<file path="config.mk">
export PLATFORM = sky130hd
export DESIGN_NAME = ahb_addr_router
export DESIGN_NICKNAME = d
export VERILOG_FILES = /design/src/rtl/addr_route_pkg.sv /design/src/rtl/route_region_cmp.sv /design/src/rtl/route_sel_onehot.sv /design/src/rtl/route_fallback_tgt.sv /design/src/rtl/route_dphase_mux.sv /design/src/rtl/ahb_addr_router.sv
export SDC_FILE = /design/constraint.sdc
export NUM_CORES = 1
export LEC_CHECK = 0
export BUFFER_PORTS_ARGS = -buffer_cell sky130_fd_sc_hd__clkbuf_2
export CAP_MARGIN = 20
export CORE_ASPECT_RATIO = 2
export CORE_MARGIN = 10
export CORE_UTILIZATION = 23
export DETAILED_ROUTE_END_ITERATION = 8
export GPL_TIMING_DRIVEN = 0
export PLACE_DENSITY_LB_ADDON = 0.15
export SETUP_SLACK_MARGIN = 0.02
export SLEW_MARGIN = 20
export SYNTH_ARGS = -nofsm -noshare
export SYNTH_HDL_FRONTEND = slang
export SYNTH_SLANG_ARGS = --single-unit
</file>
<file path="constraint.sdc">
create_clock -name clk -period 1.25 [get_ports clk]
set_clock_uncertainty 0.05 [all_clocks]
set_input_delay 0.125 -clock clk [delete_from_list [all_inputs] [get_ports clk]]
set_output_delay 0.125 -clock clk [all_outputs]
set_load 0.02 [all_outputs]
</file>
<file path="src/rtl/addr_route_pkg.sv">
package addr_route_pkg;

  typedef enum logic [1:0] {
    TR_IDLE   = 2'b00,
    TR_BUSY   = 2'b01,
    TR_NONSEQ = 2'b10,
    TR_SEQ    = 2'b11
  } trans_e;

  localparam logic RESP_OKAY  = 1'b0;
  localparam logic RESP_ERROR = 1'b1;

  typedef enum logic [1:0] {
    FB_IDLE     = 2'b00,
    FB_ERR_WAIT = 2'b01,
    FB_ERR_DONE = 2'b10
  } fb_state_e;

endpackage

</file>
<file path="src/rtl/route_region_cmp.sv">
module route_region_cmp #(
  parameter int AW = 32,
  parameter int NR = 3,
  parameter logic [AW-1:0] BASE [NR] = '{default: '0},
  parameter int SPAN [NR] = '{default: 12}
) (
  input  logic [AW-1:0] addr,
  output logic [NR-1:0] hit
);

  // Each window is power-of-two sized and aligned: a hit means the
  // bits above the span agree with the base.
  for (genvar r = 0; r < NR; r++) begin : g_win
    logic [AW-1:0] diff;
    assign diff   = addr ^ BASE[r];
    assign hit[r] = ((diff >> SPAN[r]) == '0);
  end

endmodule

</file>
<file path="src/rtl/route_sel_onehot.sv">
module route_sel_onehot #(
  parameter int NR = 3,
  localparam int NSEL = NR + 1
) (
  input  logic [NR-1:0]   hit,
  output logic [NSEL-1:0] sel
);

  // The lowest index wins, so the output stays one-hot even if windows
  // overlap. No hit selects the fallback slot at the top.
  logic [NR:0] taken;
  assign taken[0] = 1'b0;

  for (genvar r = 0; r < NR; r++) begin : g_pri
    assign sel[r]     = hit[r] & ~taken[r];
    assign taken[r+1] = taken[r] | hit[r];
  end

  assign sel[NSEL-1] = ~taken[NR];

endmodule

</file>
<file path="src/rtl/route_fallback_tgt.sv">
module route_fallback_tgt
  import addr_route_pkg::*;
(
  input  logic clk,
  input  logic rst_n,
  input  logic sel,
  input  logic active,
  input  logic bus_ready,
  output logic ready_out,
  output logic resp_out
);

  fb_state_e st_q, st_d;
  logic      accept_err;

  assign accept_err = sel & active & bus_ready;

  always_comb begin
    st_d = st_q;
    unique case (st_q)
      FB_IDLE:     st_d = accept_err ? FB_ERR_WAIT : FB_IDLE;
      FB_ERR_WAIT: st_d = FB_ERR_DONE;
      FB_ERR_DONE: st_d = accept_err ? FB_ERR_WAIT : FB_IDLE;
      default:     st_d = FB_IDLE;
    endcase
  end

  always_ff @(posedge clk or negedge rst_n) begin
    if (!rst_n) st_q <= FB_IDLE;
    else        st_q <= st_d;
  end

  assign ready_out = (st_q != FB_ERR_WAIT);
  assign resp_out  = (st_q == FB_IDLE) ? RESP_OKAY : RESP_ERROR;

endmodule

</file>
<file path="src/rtl/route_dphase_mux.sv">
module route_dphase_mux #(
  parameter int NSEL = 4,
  parameter int DW   = 32
) (
  input  logic              clk,
  input  logic              rst_n,
  input  logic [NSEL-1:0]   sel_in,
  input  logic              capture,
  input  logic [NSEL*DW-1:0] rdata_all,
  input  logic [NSEL-1:0]   ready_all,
  input  logic [NSEL-1:0]   resp_all,
  output logic [NSEL-1:0]   dsel,
  output logic [DW-1:0]     rdata,
  output logic              ready,
  output logic              resp
);

  localparam logic [NSEL-1:0] RST_SEL = NSEL'(1) << (NSEL - 1);

  always_ff @(posedge clk or negedge rst_n) begin
    if (!rst_n)       dsel <= RST_SEL;
    else if (capture) dsel <= sel_in;
  end

  // AND-OR return path: the one-hot data-phase select gates each slot.
  logic [DW-1:0] rd_acc [NSEL+1];
  logic [NSEL:0] rdy_acc;
  logic [NSEL:0] rsp_acc;

  assign rd_acc[0]  = '0;
  assign rdy_acc[0] = 1'b0;
  assign rsp_acc[0] = 1'b0;

  for (genvar s = 0; s < NSEL; s++) begin : g_ret
    assign rd_acc[s+1]  = rd_acc[s] | (rdata_all[s*DW +: DW] & {DW{dsel[s]}});
    assign rdy_acc[s+1] = rdy_acc[s] | (ready_all[s] & dsel[s]);
    assign rsp_acc[s+1] = rsp_acc[s] | (resp_all[s] & dsel[s]);
  end

  assign rdata = rd_acc[NSEL];
  assign ready = rdy_acc[NSEL];
  assign resp  = rsp_acc[NSEL];

endmodule

</file>
<file path="src/rtl/ahb_addr_router.sv">
module ahb_addr_router
  import addr_route_pkg::*;
#(
  parameter int AW = 32,
  parameter int DW = 32,
  parameter logic [AW-1:0] RAM_BASE  = 32'h0000_0000,
  parameter logic [AW-1:0] UART_BASE = 32'h4000_0000,
  parameter logic [AW-1:0] TMR_BASE  = 32'h4000_1000,
  parameter int RAM_SPAN = 18,
  parameter int PER_SPAN = 12,
  localparam int NMAP = 3,
  localparam int NSEL = NMAP + 1
) (
  input  logic                 clk,
  input  logic                 rst_n,
  input  logic [AW-1:0]        haddr,
  input  logic [1:0]           htrans,
  output logic [NSEL-1:0]      sel_o,
  output logic [AW-1:0]        slv_haddr,
  input  logic [NMAP*DW-1:0]   slv_rdata,
  input  logic [NMAP-1:0]      slv_ready,
  input  logic [NMAP-1:0]      slv_resp,
  output logic [DW-1:0]        mst_rdata,
  output logic                 mst_ready,
  output logic                 mst_resp
);

  localparam logic [AW-1:0] WIN_BASE [NMAP] = '{RAM_BASE, UART_BASE, TMR_BASE};
  localparam int            WIN_SPAN [NMAP] = '{RAM_SPAN, PER_SPAN, PER_SPAN};

  logic [NMAP-1:0] win_hit;
  logic [NSEL-1:0] dsel_q;
  logic            fb_ready, fb_resp, xfer_active;

  assign slv_haddr   = haddr;
  assign xfer_active = (htrans == TR_NONSEQ) || (htrans == TR_SEQ);

  route_region_cmp #(.AW(AW), .NR(NMAP), .BASE(WIN_BASE), .SPAN(WIN_SPAN)) u_cmp (
    .addr (haddr),
    .hit  (win_hit)
  );

  route_sel_onehot #(.NR(NMAP)) u_sel (
    .hit (win_hit),
    .sel (sel_o)
  );

  route_fallback_tgt u_fb (
    .clk       (clk),
    .rst_n     (rst_n),
    .sel       (sel_o[NSEL-1]),
    .active    (xfer_active),
    .bus_ready (mst_ready),
    .ready_out (fb_ready),
    .resp_out  (fb_resp)
  );

  route_dphase_mux #(.NSEL(NSEL), .DW(DW)) u_ret (
    .clk       (clk),
    .rst_n     (rst_n),
    .sel_in    (sel_o),
    .capture   (mst_ready),
    .rdata_all ({{DW{1'b0}}, slv_rdata}),
    .ready_all ({fb_ready, slv_ready}),
    .resp_all  ({fb_resp, slv_resp}),
    .dsel      (dsel_q),
    .rdata     (mst_rdata),
    .ready     (mst_ready),
    .resp      (mst_resp)
  );

endmodule

</file>
==> impl_summary.log, run 1 <==
INFO  metric hp-class = in2reg
INFO  metric worst-path-max-fanout = 7
INFO  metric start_util = 23.5%
INFO  metric clock-root-buffer = clkbuf_8
INFO  metric antenna_found_initial = 0
INFO  metric boundaryPins = 208
INFO  metric drtAntennaViolNets = 0
INFO  metric antenna_cells = 0
INFO  metric syn-num-nets = 279
INFO  metric cp_data_required_time = 1.08 ns
INFO  metric port-buffer-count = 194
INFO  metric htree_num_levels = 1
INFO  metric routed_via_density = 4.81
INFO  metric leakage = 1.76 nW
INFO  metric cts_inserted_buffers = 3
INFO  metric dr.first_iter.drc_count = 268
INFO  metric timing.critical_path.arrival = 1.45 ns
INFO  metric synth-seq-area-share = 14.0%
INFO  metric setup-violations-final = 41
INFO  metric async_set_or_reset_flop_fraction_in_the_synthesized_netlist = 100%
INFO  metric count_of_flip_flops_with_a_built_in_enable_after_synthesis = 0
INFO  metric maxClockFrequency = 0.614 GHz
INFO  metric num-fill-cells = 429
INFO  metric cell_taking_the_most_area_after_synthesis = a222oi_1
INFO  metric run_status = finished, violations left
INFO  metric drcViolationCount = 0
INFO  metric clock_latency = 0.22 ns
INFO  metric drv.max_cap_violation_count = 0
INFO  metric ir_drop = 0.543 mV
INFO  metric routed_wirelength = 7690 microns
INFO  metric synth_to_final_area_change = 151%
INFO  metric die_h = 117 microns
INFO  metric synth_cell_types = 23
INFO  metric finalNetCount = 490
INFO  metric most_common_cell_after_layout_fill_and_taps_aside = clkbuf_2
INFO  metric dpl-instance-area = 2170 sq um
INFO  metric yosys_most_used_dff = dfrtp_1
INFO  metric synth_seq_cells = 6
INFO  metric totalPowerFinal = 1.37 mW
INFO  metric final_util = 59.0%
INFO  metric dp.final_hpwl = 6580 microns
INFO  metric number_of_global_route_vias_before_repair = 2,088
INFO  metric power_density = 505 nW/um^2
INFO  metric crit_path_end_kind = output port
INFO  metric dr_total_vias = 1,952
INFO  metric fraction_of_final_layout_cells_sized_beyond_drive_strength_1 = 76.4%
INFO  metric worst_pin_slew = 0.339 ns
INFO  metric path_clk_slew = 0.04 ns
INFO  metric global_route.overflow_total = 0
INFO  metric timing.final.crit_share = 130%
INFO  metric grt_first_pass_wirelength = 10,000 microns
INFO  metric path_class = reg2out
INFO  metric synth_area_per_cell = 7.66 sq um
INFO  metric maxSlewHeadroom = 77.4%
INFO  metric worstSetupStartpointType = flop
INFO  metric grt_setup_unrepaired = yes
INFO  metric fp-row-count = 35
INFO  metric layout_common_cells = clkbuf_2, buf_4, inv_1, a222oi_1, buf_6
INFO  metric ys.warnings.count = 0
INFO  metric finalInstanceArea = 2710 sq um
INFO  metric synth.area.top_cells = a222oi_1, buf_4, inv_1, dfrtp_1, clkbuf_1
INFO  metric cts_tree = done
INFO  metric rd_place_congestion = 0.837
INFO  metric synthDominantCellAreaShare = 30.6%
INFO  metric cell_area_after_synthesis = 1080 sq um
INFO  metric grt_use_total = 15.8%
INFO  metric post_syn_instances = 141
INFO  metric fp.dieArea = 8000 sq um
INFO  metric largest_net_degree_at_the_start_of_global_routing = 11
INFO  metric failed_checks = setup timing
INFO  metric cts_buffer_depth = 2
INFO  metric fin_max_slew_vios = 0
INFO  metric horiz_die_dim = 68.5 microns
INFO  metric dpl_worst_slack = -0.426 ns
INFO  metric core_box_area = 4600 sq um
INFO  metric finalWorstPathRequiredPeriod = 1.63 ns
INFO  metric detailedRoute.firstPassIterationCount = 6
INFO  metric routedWlPerCell = 19.0 microns
INFO  metric clock-sinks = 6
INFO  metric setup_ws = -0.378 ns
INFO  metric report.final.hold_viol_count = 0
cell families (layout without fill, tap and decap cells):
kind of cell           after synthesis  count (layout)  synth area share, %
buffers and inverters               79             289                 39.2
AOI/OAI and AO/OA                   39              39                 36.0
muxes                                3               3                 3.48
and+or+nand+nor                     14              14                 7.30
DFF                                  6               6                 14.0
critical path: stages, from the launching register on:
cell       delay (ns)
dfrtp_1          0.37
buf_6            0.14
clkbuf_16        0.15
a222oi_1         0.32
inv_1            0.10
buf_6            0.14
synth_stat cells (all sizes together) (2+ instances only):
| cell | instances |
|---|---|
| nor2 | 3 |
| clkbuf | 10 |
| o21ai | 2 |
| mux2 | 3 |
| a21o | 2 |
| nor3 | 3 |
| inv | 34 |
| buf | 35 |
| dfrtp | 5 |
| nor4 | 3 |
| a222oi | 33 |
per-stage QoR:
step / setup TNS, ns / hold WS (ns) / instances
2_1_floorplan: -2.17 / -0.221 / 141
3_3_place_gp: -9.79 / -0.0898 / 390
3_5_place_dp: -11.02 / -0.0803 / 390
4_1_cts: -12.55 / 0.154 / 406
5_1_grt: -15.33 / 0.160 / 406
6_report: -11.81 / 0.161 / 406
power by group:
| part | switching, mW | leakage, nW | internal, mW |
|---|---|---|---|
| clock network | 0.0853 | 0.0228 | 0.219 |
| logic | 0.392 | 1.66 | 0.457 |
| registers | 0.00953 | 0.0763 | 0.208 |
| total | 0.487 | 1.76 | 0.885 |
flip-flops by register name (all words and copies together) (netlist names):
name,cells
u_fb.st_q,2
u_ret.dsel,4
layer usage:
layer  vias up  share of wire, %  track usage [%]
met1       871                28             13.6
met2       155                54             30.6
li1        922                 -                -
met4         0              0.68             3.64
met5         -                 0                0
met3         4                17             7.53
what timing repair did:
action                                  in CTS  in global routing
hold endpoints to repair                     6                  0
hold buffers                                 1                  0
endpoints found under the setup margin      42                 43
setup buffers                               11                  0
pin swaps                                   36                  6
gates cloned                                 1                  0
resized for setup                           73                 61
cell type report:
type | count | area [sq um] | share of cell area, %
Multi-Input combinational cell | 56 | 581 | 21.4
Sequential cell | 6 | 153 | 5.62
Timing Repair Buffer | 207 | 1350 | 49.7
Tap cell | 55 | 68.8 | 2.54
Inverter | 34 | 128 | 4.70
Buffer | 44 | 390 | 14.4
Clock buffer | 4 | 45.0 | 1.66
final timing paths:
check | from | to | slack, ns | cells past startpoint
min in group asynchronous | rst_n | u_ret.dsel[2] | 0.23 | 2
worst min-delay path | htrans[1] | u_fb.st_q[0] | 0.16 | 2
max in group asynchronous | rst_n | u_ret.dsel[3] | 0.68 | 2
worst max-delay path | u_ret.dsel[2] | mst_rdata[29] | -0.38 | 5
worst min register to register | u_fb.st_q[1] | u_fb.st_q[1] | 0.39 | 1
worst max register to register | u_ret.dsel[0] | u_ret.dsel[0] | -0.17 | 5
(Power assumes the default switching activity.)
==> run 2, diff against run 1 <==
CORE_UTILIZATION = 30   (was 23)
SYNTH_HIERARCHICAL = 1   (was not set)
clock period = 1.6 ns   (was 1.25 ns; I/O delays follow)
==> run 2 against run 1 <==
Compared with the run above:
- power shrank 47%
- the run now ends clean
- area after synthesis is 30% higher
- combinational power shrank 60%
==> impl_summary.log, run 2 <==
INFO  metric seq_power_share = 20.9% (+5.0 points)
INFO  metric routed_wirelength = 7030 microns (-8.6%)
INFO  metric dp.final_hpwl = 6380 microns (-3.1%)
INFO  metric horiz_die_dim = 68.3 microns (-0.21%)
INFO  metric boundaryPins = 208 (unchanged)
INFO  metric antenna_found_initial = 0 (unchanged)
INFO  metric dpl-instance-area = 2550 sq um (+18%)
INFO  metric power_density = 268 nW/um^2 (-47%)
INFO  metric synth.area.top_cells = a22oi_1, buf_4, buf_6, nand2_1, dfrtp_1
INFO  metric clock_latency = 0.22 ns (about the same)
INFO  metric grt_setup_unrepaired = yes
INFO  metric ff_latch_area = 151 sq um (-0.82%)
INFO  metric setup_ws = 0.0454 ns (+0.423 ns)
INFO  metric global_route.overflow_total = 0 (unchanged)
INFO  metric path_class = in2out
INFO  metric yosys_most_used_dff = dfrtp_1
INFO  metric cts_tree = done
INFO  metric synth-seq-area-share = 10.8% (-3.2 points)
INFO  metric worstSetupStartpointType = input port
INFO  metric biggest_registers_after_layout = u_ret/dsel: 4 flops, u_fb/st_q: 2 flops
INFO  metric rd_place_congestion = 0.795 (-5.1%)
INFO  metric core_box_area = 4550 sq um (-0.95%)
INFO  metric die_h = 117 microns (-0.25%)
INFO  metric most_instantiated_library_cell_after_synthesis = a22oi_1
INFO  metric synthDominantCellAreaShare = 36.5% (+5.9 points)
INFO  metric synth.cells.most_frequent = a22oi_1, nand2_1, buf_4, buf_6, dfrtp_1
INFO  metric report.final.hold_viol_count = 0 (unchanged)
INFO  metric largest_net_degree_at_the_start_of_global_routing = 11 (unchanged)
INFO  metric clock-sinks = 6 (unchanged)
INFO  metric htree_num_levels = 1 (unchanged)
INFO  metric totalPowerFinal = 0.732 mW (-47%)
INFO  metric finalWorstPathRequiredPeriod = 1.55 ns
INFO  metric timing.final.crit_share = 97.2%
INFO  metric maxClockFrequency = 0.643 GHz
INFO  metric drtAntennaViolNets = 0 (unchanged)
INFO  metric finalInstanceArea = 2730 sq um (+0.60%)
INFO  metric synth_area_per_cell = 7.69 sq um (+0.45%)
INFO  metric power.share.combinational = 46.8% (-15 points)
INFO  metric power.switching = 0.216 mW (-56%)
INFO  metric async_set_or_reset_flop_fraction_in_the_synthesized_netlist = 100% (unchanged)
INFO  metric setup-violations-final = 0 (-100%)
INFO  metric multi_input_comb_area = 992 sq um (+71%)
INFO  metric leakage = 1.68 nW (-4.4%)
INFO  metric dpl_worst_slack = -0.189 ns (+0.236 ns)
INFO  metric clkPwrFrac = 32.3% (+10 points)
INFO  metric reg2regPathDepth = 4 (-1)
INFO  metric synth_cell_types = 23 (unchanged)
INFO  metric cts_inserted_buffers = 3 (unchanged)
INFO  metric regMostFlops = u_ret/dsel
INFO  metric post_syn_instances = 182 (+29%)
INFO  metric dr_total_vias = 2,169 (+11%)
INFO  metric crit-reg2reg-launch = u_ret/dsel[3]
INFO  metric routed_via_density = 4.61 (-4.0%)
INFO  metric worstSetupEndpoint = sel_o[0]
INFO  metric port-buffer-count = 193 (-0.52%)
INFO  metric cell_area_after_synthesis = 1400 sq um (+30%)
INFO  metric cell_taking_the_most_area_after_synthesis = a22oi_1
INFO  metric most_common_cell_after_layout_fill_and_taps_aside = clkbuf_2
INFO  metric synth_seq_cells = 6 (unchanged)
INFO  metric start_util = 30.7% (+7.3 points)
INFO  metric detailedRoute.firstPassIterationCount = 4 (-2)
INFO  metric fraction_of_final_layout_cells_sized_beyond_drive_strength_1 = 64.3% (-12 points)
INFO  metric crit_path_end_kind = output port
INFO  metric reg2reg_setup_slack = 0.21 ns (+0.38 ns)
INFO  metric fin_max_slew_vios = 0 (unchanged)
INFO  metric worstSetupStartpoint = haddr[23]
INFO  metric num-fill-cells = 478 (+11%)
INFO  metric count_of_flip_flops_with_a_built_in_enable_after_synthesis = 0 (unchanged)
INFO  metric number_of_global_route_vias_before_repair = 2,295 (+9.9%)
INFO  metric r2r_end = u_ret/dsel[2]
INFO  metric clock-root-buffer = clkbuf_8
INFO  metric fp.dieArea = 7970 sq um (-0.46%)
INFO  metric drv.max_cap_violation_count = 0 (unchanged)
INFO  metric timing.critical_path.arrival = 1.34 ns (-0.11 ns)
INFO  metric largest_register_ff_count = 4 (unchanged)
INFO  metric cts_buffer_depth = 2 (unchanged)
INFO  metric run_status = finished clean
INFO  metric fp-row-count = 35 (unchanged)
INFO  metric drcViolationCount = 0 (unchanged)
INFO  metric cp_data_required_time = 1.39 ns (+0.31 ns)
INFO  metric hp-class = in2reg
INFO  metric ir_drop = 0.357 mV (-34%)
INFO  metric ys.warnings.count = 6 (+6)
INFO  metric worst-path-max-fanout = 4 (-3)
INFO  metric dr.first_iter.drc_count = 92 (-66%)
INFO  metric finalNetCount = 554 (+13%)
INFO  metric grt_first_pass_wirelength = 10,200 microns (+1.4%)
INFO  metric grt_use_total = 15.8% (-0.045 points)
INFO  metric synth_to_final_area_change = 95.0%
INFO  metric power.share.switching = 29.5% (-6.0 points)
INFO  metric internal_power = 0.516 mW (-42%)
INFO  metric path_clk_slew = 0.04 ns (about the same)
INFO  metric layout_common_cells = clkbuf_2, a22oi_1, buf_4, nand2_1, conb_1
INFO  metric routedWlPerCell = 15.0 microns (-21%)
INFO  metric antenna_cells = 0 (unchanged)
-- run 2: changes by cell type after synthesis, moves of 2 or more --
cell      before  now
a222oi_1      33    0
inv_1         34    1
nand2_1        1   35
buf_6          0   16
mux2_2         2    4
buf_2          2    0
clkbuf_1      10    1
a22oi_1        0   68
-- run 2: area by class of cell --
| type | instances | area share (%) |
|---|---|---|
| Buffer | 50 | 15.8 |
| Sequential cell | 6 | 5.55 |
| Tap cell | 55 | 2.52 |
| Clock buffer | 4 | 1.65 |
| Inverter | 1 | 0.137 |
| Multi-Input combinational cell | 156 | 36.3 |
| Timing Repair Buffer | 198 | 38.0 |
-- run 2: through the flow --
stage / instances / util [%] / hold slack [ns] / TNS, ns
after floorplan: 213 / - / -0.186 / 0
after global placement: 461 / 56.0 / -0.0608 / -0.539
after detailed placement: 461 / 56.0 / -0.0585 / -0.699
after CTS: 469 / 59.0 / 0.163 / -0.00598
after global routing: 470 / 59.9 / 0.164 / -0.0365
final: 470 / 59.9 / 0.164 / 0
-- run 2: repair_timing --
| action | CTS | global route |
|---|---|---|
| setup buffers | 3 | 1 |
| pin swaps | 3 | 3 |
| gates resized for setup | 11 | 13 |
| hold buffers | 1 | 0 |
| setup endpoints to repair | 4 | 7 |
| gates cloned | 0 | 0 |
| endpoints found under the hold margin | 6 | 0 |
-- run 2: critical path, cell delays in order --
cell      delay (ns)
clkbuf_2        0.09
nor4_1          0.27
nand2_1         0.15
and4bb_4        0.39
buf_4           0.13
clkbuf_2        0.16
-- run 2: worst min-delay path by stage --
stage | start | endpoint | slack [ns] | depth (start not counted)
floorplan | rst_n | u_fb/st_q[0] | -0.19 | 0
global placement | rst_n | u_fb/st_q[0] | -0.06 | 1
detailed placement | rst_n | u_fb/st_q[0] | -0.06 | 1
CTS | htrans[1] | u_fb/st_q[0] | 0.16 | 2
global route | htrans[1] | u_fb/st_q[0] | 0.16 | 2
finish | htrans[1] | u_fb/st_q[0] | 0.16 | 2
-- run 2: kinds of logic (layout without fill, tap and decap cells) --
family,count (synthesis),after routing,synth area share (%)
flip-flops,6,6,10.8
AND/OR/NAND/NOR,52,52,18.1
buffers and inverters,51,253,31.1
AO/OA/AOI/OAI,68,68,36.5
multiplexers,4,4,3.22
other,1,32,0.268
-- run 2: power by group through the flow --
| stage | combinational, mW | sequential, mW | clock [mW] |
|---|---|---|---|
| 4_1_cts | 0.341 | 0.153 | 0.240 |
| 2_1_floorplan | 0.132 | 0.155 | 0 |
| 3_3_place_gp | 0.326 | 0.155 | 0 |
| 3_5_place_dp | 0.330 | 0.155 | 0 |
| 5_1_grt | 0.377 | 0.153 | 0.259 |
| 6_report | 0.343 | 0.153 | 0.237 |
-- run 2: routing by layer --
| metal | track usage, % | vias to the layer above | part of all wire (%) |
|---|---|---|---|
| met5 | 0 | - | 0 |
| met4 | 3.64 | 0 | 1.0 |
| met3 | 7.20 | 6 | 14 |
| met2 | 29.5 | 124 | 54 |
| met1 | 14.7 | 949 | 31 |
| li1 | - | 1090 | - |
==> run 3, diff against run 2 <==
CORE_UTILIZATION = 33   (was 30)
clock period = 1.92 ns   (was 1.6 ns; I/O delays follow)
==> run 3 against run 2 <==
Compared with the run above:
- worst hold slack gained 0.028 ns
- power decreased by 18%
- final cell count fell by 1.5%
- die area decreased by 7.0%
- clock power is 16% lower
- clock-buffer cell count is the same
- largest cell class unchanged
- largest power group unchanged
==> impl_summary.log, run 3 (synthesis gave the netlist of run 2 again) <==
INFO  metric run_status = finished clean
INFO  metric largest_register_ff_count = 4 (unchanged)
INFO  metric horiz_die_dim = 66.1 microns (-3.3%)
INFO  metric worstPathBufferInverterCount = 2 (-1)
INFO  metric final_util = 64.1% (+4.1 points)
INFO  metric dp.final_hpwl = 6340 microns (-0.67%)
INFO  metric maxClockFrequency = 0.587 GHz
INFO  metric leakage = 1.65 nW (-2.2%)
INFO  metric fp-row-count = 33 (-5.7%)
INFO  metric timing.final.crit_share = 88.7%
INFO  metric ir_drop = 0.264 mV (-26%)
INFO  metric crit_family = simple AND/OR/NAND/NOR gates
INFO  metric start_util = 34.3% (+3.5 points)
INFO  metric power_density = 230 nW/um^2 (-14%)
INFO  metric routed_via_density = 4.50 (-2.4%)
INFO  metric worstPathCellList = clkbuf_2 -> nor4_2 -> nand4_1 -> nor3_2 -> nor2b_2 -> clkbuf_2
INFO  metric path_class = in2out
INFO  metric cts_inserted_buffers = 3 (unchanged)
INFO  metric boundaryPins = 208 (unchanged)
INFO  metric cts_buffer_depth = 2 (unchanged)
INFO  metric power.switching = 0.177 mW (-18%)
INFO  metric hp-class = in2reg
INFO  metric setup_ws = 0.217 ns (+0.172 ns)
INFO  metric fraction_of_final_layout_cells_sized_beyond_drive_strength_1 = 62.5% (-1.8 points)
INFO  metric synth_to_final_area_change = 87.0%
INFO  metric number_of_global_route_vias_before_repair = 2,255 (-1.7%)
INFO  metric worstSetupStartpointType = input port
INFO  metric crit_path_max_incr_delay = 0.32 ns (-0.07 ns)
INFO  metric dpl_worst_slack = -0.00563 ns (+0.184 ns)
INFO  metric antenna_cells = 0 (unchanged)
INFO  metric antenna_found_initial = 0 (unchanged)
INFO  metric fp.dieArea = 7410 sq um (-7.0%)
INFO  metric setup-violations-final = 0 (unchanged)
INFO  metric worst-path-max-fanout = 3 (-1)
INFO  metric finalNetCount = 550 (-0.72%)
INFO  metric drv.max_cap_violation_count = 0 (unchanged)
INFO  metric power.share.switching = 29.4% (-0.066 points)
INFO  metric routed_wirelength = 6960 microns (-0.95%)
INFO  metric standard_cell_with_the_maximum_stage_delay_on_the_critical_path = nor4_2
INFO  metric cts_tree = done
INFO  metric core_box_area = 4090 sq um (-10%)
INFO  metric routedWlPerCell = 15.0 microns (+0.54%)
INFO  metric clock_latency = 0.23 ns (about the same)
INFO  metric timing.critical_path.arrival = 1.46 ns (+0.12 ns)
INFO  metric dr.first_iter.drc_count = 128 (+39%)
INFO  metric cp_data_required_time = 1.68 ns (+0.29 ns)
INFO  metric biggest_registers_after_layout = u_ret/dsel: 4 flops, u_fb/st_q: 2 flops
INFO  metric regMostFlops = u_ret/dsel
INFO  metric dr_total_vias = 2,085 (-3.9%)
INFO  metric largest_net_degree_at_the_start_of_global_routing = 11 (unchanged)
INFO  metric internal_power = 0.426 mW (-18%)
INFO  metric power.share.combinational = 45.7% (-1.1 points)
INFO  metric rd_place_congestion = 0.857 (+7.9%)
INFO  metric port-buffer-count = 193 (unchanged)
INFO  metric drtAntennaViolNets = 0 (unchanged)
INFO  metric clock-root-buffer = clkbuf_8
INFO  metric drcViolationCount = 0 (unchanged)
INFO  metric path_clk_slew = 0.04 ns (about the same)
INFO  metric detailedRoute.firstPassIterationCount = 4 (unchanged)
INFO  metric layout_common_cells = clkbuf_2, a22oi_1, nand2_1, buf_4, conb_1
INFO  metric grt_first_pass_wirelength = 10,400 microns (+2.5%)
INFO  metric seq_power_share = 21.1% (+0.2 points)
INFO  metric htree_num_levels = 1 (unchanged)
INFO  metric crit_path_end_kind = output port
INFO  metric finalWorstPathRequiredPeriod = 1.70 ns
INFO  metric global_route.overflow_total = 0 (unchanged)
INFO  metric grt_setup_unrepaired = no
INFO  metric most_common_cell_after_layout_fill_and_taps_aside = clkbuf_2
INFO  metric grt_use_total = 17.3% (+1.5 points)
INFO  metric fin_max_slew_vios = 0 (unchanged)
INFO  metric clock-sinks = 6 (unchanged)
INFO  metric path_common_cell = clkbuf_2
INFO  metric clkPwrFrac = 33.2% (+0.9 points)
INFO  metric report.final.hold_viol_count = 0 (unchanged)
INFO  metric die_h = 112 microns (-3.9%)
run 3: cell count changes in the layout (fill, tap and decap cells not counted), moves of 2 or more:
| cell | before | now |
|---|---|---|
| a22oi_1 | 65 | 68 |
| buf_8 | 2 | 0 |
| a22oi_2 | 3 | 0 |
| clkbuf_2 | 188 | 193 |
| buf_4 | 39 | 33 |
run 3: path summary, 6_finish.rpt:
kind | startpoint | endpoint | slack [ns] | cells past startpoint
max reg2reg | u_ret/dsel[3] | u_ret/dsel[0] | 0.46 | 4
min reg2reg | u_fb/st_q[1] | u_fb/st_q[1] | 0.39 | 1
min | htrans[1] | u_fb/st_q[0] | 0.19 | 2
min in group asynchronous | rst_n | u_fb/st_q[0] | 0.27 | 2
max | haddr[28] | sel_o[1] | 0.22 | 6
max in group asynchronous | rst_n | u_ret/dsel[3] | 1.32 | 2
run 3: final cells by class:
class | count | area (sq um)
flip-flops and latches | 6 | 151
repair buffers | 194 | 976
inverters | 1 | 3.75
clock buffers | 4 | 45.0
fillers | 410 | 1470
plain buffers | 50 | 432
well taps | 52 | 65.1
multi-input cells | 156 | 946
run 3: layer usage:
metal	track usage (%)	wire length [microns]
met5	0	0
met4	5.91	141
met3	9.46	979
met2	33.0	3690
met1	13.9	2150
run 3: power by group through the flow:
stage | Clock (mW) | Sequential [mW] | Combinational, mW
floorplan | 0 | 0.129 | 0.110
finish | 0.200 | 0.127 | 0.275
detailed placement | 0 | 0.129 | 0.273
global placement | 0 | 0.129 | 0.269
global route | 0.213 | 0.127 | 0.300
CTS | 0.203 | 0.127 | 0.276
run 3: per-stage QoR:
step                hold WS, ns  instances  cell area, sq um  power (mW)  TNS (ns)
floorplan                -0.154        213              1520       0.239         0
global placement        -0.0295        458              2550       0.398         0
detailed placement      -0.0295        458              2550       0.402  -0.00563
CTS                       0.190        463              2610       0.607         0
global route              0.240        463              2620       0.641         0
finish                    0.192        463              2620       0.603         0
run 3: timing repair:
action	in CTS	in global routing
resized for setup	1	2
endpoints found under the hold margin	6	0
hold buffers	1	0
setup buffers	0	0
endpoints found under the setup margin	1	2
